<file path="config.mk">
export PLATFORM = sky130hd
export DESIGN_NAME = ts_extender
export DESIGN_NICKNAME = d
export VERILOG_FILES = /design/src/rtl/ts_ext_pkg.sv /design/src/rtl/ts_ext_field_sel.sv /design/src/rtl/ts_ext_core.sv /design/src/rtl/ts_extender.sv
export SDC_FILE = /design/constraint.sdc
export NUM_CORES = 1
export LEC_CHECK = 0
export BUFFER_PORTS_ARGS = -buffer_cell sky130_fd_sc_hd__buf_2
export CAP_MARGIN = 20
export CORE_ASPECT_RATIO = 1.4
export CORE_MARGIN = 4
export CORE_UTILIZATION = 31
export DETAILED_ROUTE_END_ITERATION = 12
export PLACE_DENSITY = 0.46
export SLEW_MARGIN = 20
export SYNTH_ARGS = -nofsm -noshare
export SYNTH_HDL_FRONTEND = slang
export SYNTH_SLANG_ARGS = --single-unit
</file>
<file path="constraint.sdc">
create_clock -name clk -period 11.55 [get_ports clk]
set_input_delay 0 -clock clk [delete_from_list [all_inputs] [get_ports clk]]
set_output_delay 0 -clock clk [all_outputs]
set_load 0.02 [all_outputs]
</file>
<file path="src/rtl/ts_ext_pkg.sv">
package ts_ext_pkg;
  typedef enum logic {
    FMT_SHORT = 1'b0,
    FMT_RAW   = 1'b1
  } ts_fmt_e;
endpackage

</file>
<file path="src/rtl/ts_ext_field_sel.sv">
module ts_ext_field_sel
  import ts_ext_pkg::*;
#(
  parameter int RAW_W   = 40,
  parameter int SHORT_W = 32,
  parameter int SHIFT   = 8
) (
  input  logic [RAW_W-1:0]   raw_word,
  input  ts_fmt_e            fmt,
  input  logic               strobe,
  output logic [SHORT_W-1:0] ns_low,
  output logic               accept
);
  logic [SHORT_W-1:0] raw_ns;

  // Raw layout: the nanoseconds sit above the flag byte.
  generate
    if (SHIFT + SHORT_W <= RAW_W) begin : g_raw_fit
      assign raw_ns = raw_word[SHIFT +: SHORT_W];
    end else begin : g_raw_short
      assign raw_ns = SHORT_W'(raw_word >> SHIFT);
    end
  endgenerate

  always_comb begin
    if (fmt == FMT_RAW) begin
      ns_low = raw_ns;
      accept = strobe && raw_word[0];
    end else begin
      ns_low = raw_word[SHORT_W-1:0];
      accept = strobe;
    end
  end

  // a raw word without its flag is never accepted.
  always_comb begin
    a_r5_flag_gate: assert (!(accept && fmt == FMT_RAW && !raw_word[0]))
      else $error("R5 raw word accepted without flag");
  end
endmodule

</file>
<file path="src/rtl/ts_ext_core.sv">
module ts_ext_core #(
  parameter int TIME_W  = 64,
  parameter int SHORT_W = 32
) (
  input  logic [TIME_W-1:0]  ref_time,
  input  logic [SHORT_W-1:0] ns_low,
  output logic [TIME_W-1:0]  full_time,
  output logic               went_back
);
  localparam int PAD_W = TIME_W - SHORT_W;
  localparam logic [TIME_W-1:0] HALF_SPAN = TIME_W'(1) << (SHORT_W - 1);

  logic [SHORT_W-1:0] ref_low;
  logic [SHORT_W-1:0] fwd_gap;
  logic [SHORT_W-1:0] back_gap;
  logic [TIME_W-1:0]  fwd_sum;
  logic [TIME_W-1:0]  back_sum;

  assign ref_low  = ref_time[SHORT_W-1:0];
  assign fwd_gap  = ns_low - ref_low;
  assign back_gap = ref_low - ns_low;
  // Top bit set means the gap exceeds the half range.
  assign went_back = fwd_gap[SHORT_W-1];
  assign fwd_sum   = ref_time + {{PAD_W{1'b0}}, fwd_gap};
  assign back_sum  = ref_time - {{PAD_W{1'b0}}, back_gap};
  assign full_time = went_back ? back_sum : fwd_sum;

  logic [TIME_W-1:0] dist_fwd;
  logic [TIME_W-1:0] dist_back;
  assign dist_fwd  = full_time - ref_time;
  assign dist_back = ref_time - full_time;

  // the result never lies more than half the short range away.
  always_comb begin
    a_r1_fwd_bound: assert (went_back || dist_fwd < HALF_SPAN)
      else $error("R1 forward result out of range");
    a_r2_back_bound: assert (!went_back || (dist_back <= HALF_SPAN && dist_back != '0))
      else $error("R2 backward result out of range");
  end
endmodule

</file>
<file path="src/rtl/ts_extender.sv">
module ts_extender
  import ts_ext_pkg::*;
#(
  parameter int TIME_W  = 64,
  parameter int SHORT_W = 32,
  parameter int RAW_W   = 40,
  parameter int SHIFT   = 8
) (
  input  logic              clk,
  input  logic              rst,
  input  logic [TIME_W-1:0] cached_time,
  input  logic [RAW_W-1:0]  cap_word,
  input  logic              fmt_raw,
  input  logic              cap_valid,
  output logic [TIME_W-1:0] ts_out,
  output logic              ts_valid
);
  logic [SHORT_W-1:0] ns_low;
  logic               accept;
  logic [TIME_W-1:0]  full_time;
  logic               went_back;
  ts_fmt_e            fmt;

  assign fmt = ts_fmt_e'(fmt_raw);

  ts_ext_field_sel #(.RAW_W(RAW_W), .SHORT_W(SHORT_W), .SHIFT(SHIFT)) u_sel (
    .raw_word (cap_word),
    .fmt      (fmt),
    .strobe   (cap_valid),
    .ns_low   (ns_low),
    .accept   (accept)
  );

  ts_ext_core #(.TIME_W(TIME_W), .SHORT_W(SHORT_W)) u_core (
    .ref_time  (cached_time),
    .ns_low    (ns_low),
    .full_time (full_time),
    .went_back (went_back)
  );

  always_ff @(posedge clk) begin
    if (rst) begin
      ts_out   <= '0;
      ts_valid <= 1'b0;
    end else begin
      ts_valid <= accept;
      if (accept) ts_out <= full_time;
    end
  end

  // an accepted port-level input yields a valid output next clock.
  a_r6_valid_follows: assert property (@(posedge clk) disable iff (rst)
    (cap_valid && (!fmt_raw || cap_word[0])) |=> ts_valid);
  // no strobe, no output.
  a_r6_idle_quiet: assert property (@(posedge clk) disable iff (rst)
    !cap_valid |=> !ts_valid);
  // a raw word without its flag produces nothing.
  a_r5_noflag_silent: assert property (@(posedge clk) disable iff (rst)
    (fmt_raw && !cap_word[0]) |=> !ts_valid);
  // the result only changes when a new one is delivered.
  a_r7_hold: assert property (@(posedge clk) disable iff (rst)
    !ts_valid |-> $stable(ts_out));
  // the reset state.
  a_r9_reset_state: assert property (@(posedge clk)
    $past(rst) |-> (!ts_valid && ts_out == '0));
endmodule

</file>
---- Yosys cells after proc, flatten, opt, wreduce, memory -nomap -nowiden ----
Cells that the tools add are included.
Widths: inputs -> output; s select.
storage, ports and cells
  flip-flop bits (word level) ............. 65
  output and inout port bits .............. 65
cells by class
  $add $sub $neg .......................... 4
  multiplexer cells ....................... 3
  reduce and logical (&&, ||, !) cells .... 1
operators by type and width
  cell               count
  $add 64x32->64     1
  $mux 64            1
  $sub 32x32->32     2
  $sub 64x32->64     1
  $mux 32            1
  $logic_and 1x1->1  1
  $mux 1             1

---- Longest topological paths before layout ----
  depth in word-level cells ............... 4
  mapped depth ............................ 33

---- Cells and area by module ----
From an unflattened synthesis, not the netlist that was laid out.
second synthesis, totals
  cells, all modules ...................... 1,511
  area total of the unflattened synthesis .. 11,259.5 um^2
modules (own cells, without submodules)
  module            instances  cells an instance  area each (um^2)  seq. area each (um^2)
  ts_ext_core       1          1,264              8,415.6           0.0
  ts_extender       1          208                2,311.0           1,301.2
  ts_ext_field_sel  1          39                 533.0             0.0

---- Worst setup path after synthesis ----
Ideal clock, no wire load.
  kind .................................... input -> register
  from .................................... in fmt_raw
  to ...................................... reg ts_out[57]
  library setup time ...................... 0.117 ns
  arrival ................................. 6.930 ns
  setup slack ............................. 4.503 ns
  cell stages on the path ................. 30
  cells stage by stage .................... clkbuf_1 -> buf_1 -> mux2i_1 -> inv_1 -> fa_1 -> a21o_1 -> a221o_2 -> a211oi_2 -> xor2_1 -> a31oi_2 -> nor3_4 -> nand4_4 -> or3b_4 -> or2_1 -> buf_6 -> xor2_1 -> mux2i_1 -> ha_1 -> clkbuf_1 -> nand3_1 -> or3_1 -> or3_1 -> o32ai_1 -> nor4_1 -> nor2_1 -> nor2_1 -> o221ai_1 -> a41oi_1 -> xnor2_1 -> a22o_1
between the ends
  cells in the longest elaborated chain, start to end .. 4
RTL lines
  item                                              line                                  RTL
  from (decl)                                       ts_extender.sv:13                     input logic fmt_raw,
  $mux 32                                           ts_ext_field_sel.sv:26                if (fmt == FMT_RAW) begin
  $sub 32x32->32 (on tied branches)                 ts_ext_core.sv:20, ts_ext_core.sv:21
  $add 64x32->64 or $sub 64x32->64 (tied branches)  ts_ext_core.sv:24, ts_ext_core.sv:25
  $mux 64                                           ts_ext_core.sv:26                     assign full_time = went_back ? back_sum : fwd_sum;
  to (signal assigned)                              ts_extender.sv:47                     if (accept) ts_out <= full_time;
  to (decl)                                         ts_extender.sv:15                     output logic [TIME_W-1:0] ts_out,
Several ways; a longest one is shown, not always the timed one.
A chain may end at the register's enable or synchronous reset.

---- Final worst setup path ----
  from .................................... in fmt_raw
  to ...................................... reg ts_out[60]
Same word-level chain as after synthesis.

==> results.txt <==
Hold path startpoint = cached_time[0]
# resized after CTS = 0
Yosys warning total = 0
Routed WL = 42,800 um
Width of the die = 169 um
Fraction of layout instances using a drive strength above 1 = 13.1%
DRC violation count after routing = 0
GPL Wtd Cong = 0.892
Non-Filler Instances = 2,183
Worst vdd rail ir drop = 0.000114 V
Largest net degree at the start of global routing = 68
Worst-case clock skew = 0 ns
Count of mapped cells out of synthesis = 1,610
Setup slack of the most critical reg-to-reg path = 10.74 ns
Number of I/O pins = 173
Final-layout setup total negative slack = 0 ns
Cell Count Post-Placement = 2,167
Final global-route overflow total = 0
First-pass GRT wire length = 66,700 um
Cell Area, Synth = 11,200 sq um
First-pass iteration count of the detailed router = 6
Areal power density over the cells = 174 nW/um^2
CTS tree = done
Slew @ Worst Pin = 0.985 ns
Fin crit period = 8.52 ns
Register area share after synthesis = 11.6%
Commonest cells in the synthesized netlist = 202 x nand2_1, 187 x a21oi_1, 131 x ha_1
Type of the most critical hold path = input pin to flip-flop
Synthesized flop and latch total = 65
Hold path cells = 4
Aggregate global-route resource usage = 21.3%
Clock buffers created by TritonCTS = 9
Terminus of the critical flop-to-flop path = ts_out[52]
Synth unique cells = 84
Worst path required time = 11.77 ns
Starting Density = 31.4%
Antenna violations before repair = 0
Max-cap viol count = 0
Sort of element at the end of the critical path = flip-flop
Post-CTS Setup Inserts = 0
Core box area = 35,800 sq um
Arr. time, crit path = 8.74 ns
Maximum achievable frequency = 117 MHz
Full die area = 39,400 sq um
Clock Tree Root = clkbuf_16
Crit Path Class = input pin to flip-flop
Skew-Pair Late Insertion Delay = 0.35 ns
Number of buffers on the longest clock path = 2
Die height = 233 um
Total half-perimeter wirelength after legalization and detailed placement = 35,800 um
Vias after detailed routing = 12,000
Pins over their slew limit = 0
Setup crit start kind = input pin
Beginning of the worst register-to-register path = ts_out[52]
Synth Net Count = 1,852
Main area contributors after synthesis = ha_1 15%, dfxtp_1 12%, a21oi_1 8.3%
Largest driver fanout on the critical path = 19
Antenna viol nets, final = 0
Final nets = 1,958
Number of sinks handled by clock tree synthesis = 65
Total of buffers placed on input and output ports = 172
Leading area contributor after synthesis = ha_1
Area share of the largest cell type after synthesis = 14.6%
Main synth FF type = dfxtp_1
Cts-stage hold buffer count = 0
Most used standard cell by instance count after synthesis = nand2_1
Wirelength per Cell = 19.6 um
Per-cell via count in the routed design = 5.48
Final setup fails = 0
Unrepaired setup endpoints after global routing = no
Per-instance average area after synthesis = 6.98 sq um
Share of synthesized flip-flops with an asynchronous set or reset = 0%
Final hold violation count = 0
DRT iter0 DRCs = 902
Worst reg2reg path depth = 2
Via count of the first global-routing pass = 11,700
Status = complete, no violations
End point of the most critical hold path = ts_out[0]
Ratio of final minimum period to clock period = 73.8%
Number of H-tree levels = 3
Layout area overhead = 13.0%
Clock transition at the register clock pins on the worst setup and hold paths after CTS = 0.06 ns
Pleak = 5.93 nW
Number of flops mapped to enable cells by yosys = 0
Slew headroom = 33.7%
Site Rows = 82
Ant. Diodes = 0
worst max path at each step:
stage	from	to	slack (ns)	cells after the start
detailed placement	fmt_raw	ts_out[60]	2.64	26
finish	fmt_raw	ts_out[60]	3.03	26
CTS	fmt_raw	ts_out[60]	3.00	26
global route	fmt_raw	ts_out[60]	2.49	27
floorplan	fmt_raw	ts_out[57]	4.50	30
global placement	fmt_raw	ts_out[60]	2.64	26
metal layers:
metal	up-vias	global-route usage, %	part of all wire (%)
met5	-	0	0
met4	0	5.46	2.1
met3	49	2.12	4.1
met2	319	39.7	51
met1	5584	25.8	42
li1	6014	-	-
per-stage QoR:
stage          setup WS, ns  util (%)  hold slack (ns)  power [mW]  instance area, sq um
4_1_cts                3.00      35.5          0.00362        2.22                 12700
3_5_place_dp           2.64      34.6            0.381        1.92                 12400
6_report               3.03      35.5          0.00932        2.21                 12700
2_1_floorplan          4.50         -            0.196        1.50                 11200
3_3_place_gp           2.64      34.6            0.363        1.92                 12400
5_1_grt                2.49      35.5           0.0262        2.41                 12700
cells by family (layout without fill, tap and decap cells):
group	count (synthesis)	count (layout)	share of synthesized area, %
AOI/OAI and AO/OA	534	534	30.1
and+or+nand+nor	524	524	22.7
buffers and inverters	181	292	6.52
adders and majority gates	134	134	15.1
xor gates and xnor gates	128	128	10.0
DFF	65	65	11.6
muxes	44	44	3.94
flip-flops by register name (all words and copies together) (netlist names):
register	count
ts_out	64
ts_valid	1
power breakdown:
part | internal, mW | total [mW] | switching, mW | leakage [nW]
logic | 0.617 | 1.61 | 0.994 | 5.26
clock network | 0.173 | 0.288 | 0.115 | 0.145
registers | 0.281 | 0.314 | 0.0336 | 0.534
layout make-up:
type	count	area [sq um]
Sequential cell	65	1300
Clock inverter	6	67.6
Timing Repair Buffer	182	936
Inverter	94	353
Fill cell	3927	23100
Multi-Input combinational cell	1364	9230
Tap cell	462	578
Clock buffer	10	239
worst max-delay path, stage by stage:
cell,delay [ns]
buf_2,0.40
buf_4,0.38
mux2i_1,0.39
inv_1,0.14
fa_1,0.48
a21o_1,0.22
a221o_2,0.46
xnor2_1,0.32
nand2_1,0.10
nor4_1,0.76
nor3b_1,0.50
nand4_1,0.17
or4_1,0.84
nand2_4,0.26
and3_1,0.17
ha_1,0.29
and3_1,0.23
a221oi_1,0.41
o22ai_1,0.14
o311ai_0,0.50
nand3_1,0.31
and3_1,0.28
o2111ai_1,0.43
a21boi_0,0.23
mux2i_1,0.17
o2bb2ai_1,0.13
placed cells by master (no fill, tap or decap), types with 42 or more instances in the layout:
cell type / n
mux2i_1: 42
buf_2: 172
dfxtp_1: 65
inv_1: 94
xor2_1: 47
nor2_1: 90
o21ai_0: 84
nand2_1: 202
ha_1: 131
a21o_1: 73
xnor2_1: 79
a21oi_1: 187
nand3_1: 46
Note: power is estimated with default switching activity, not from simulation.
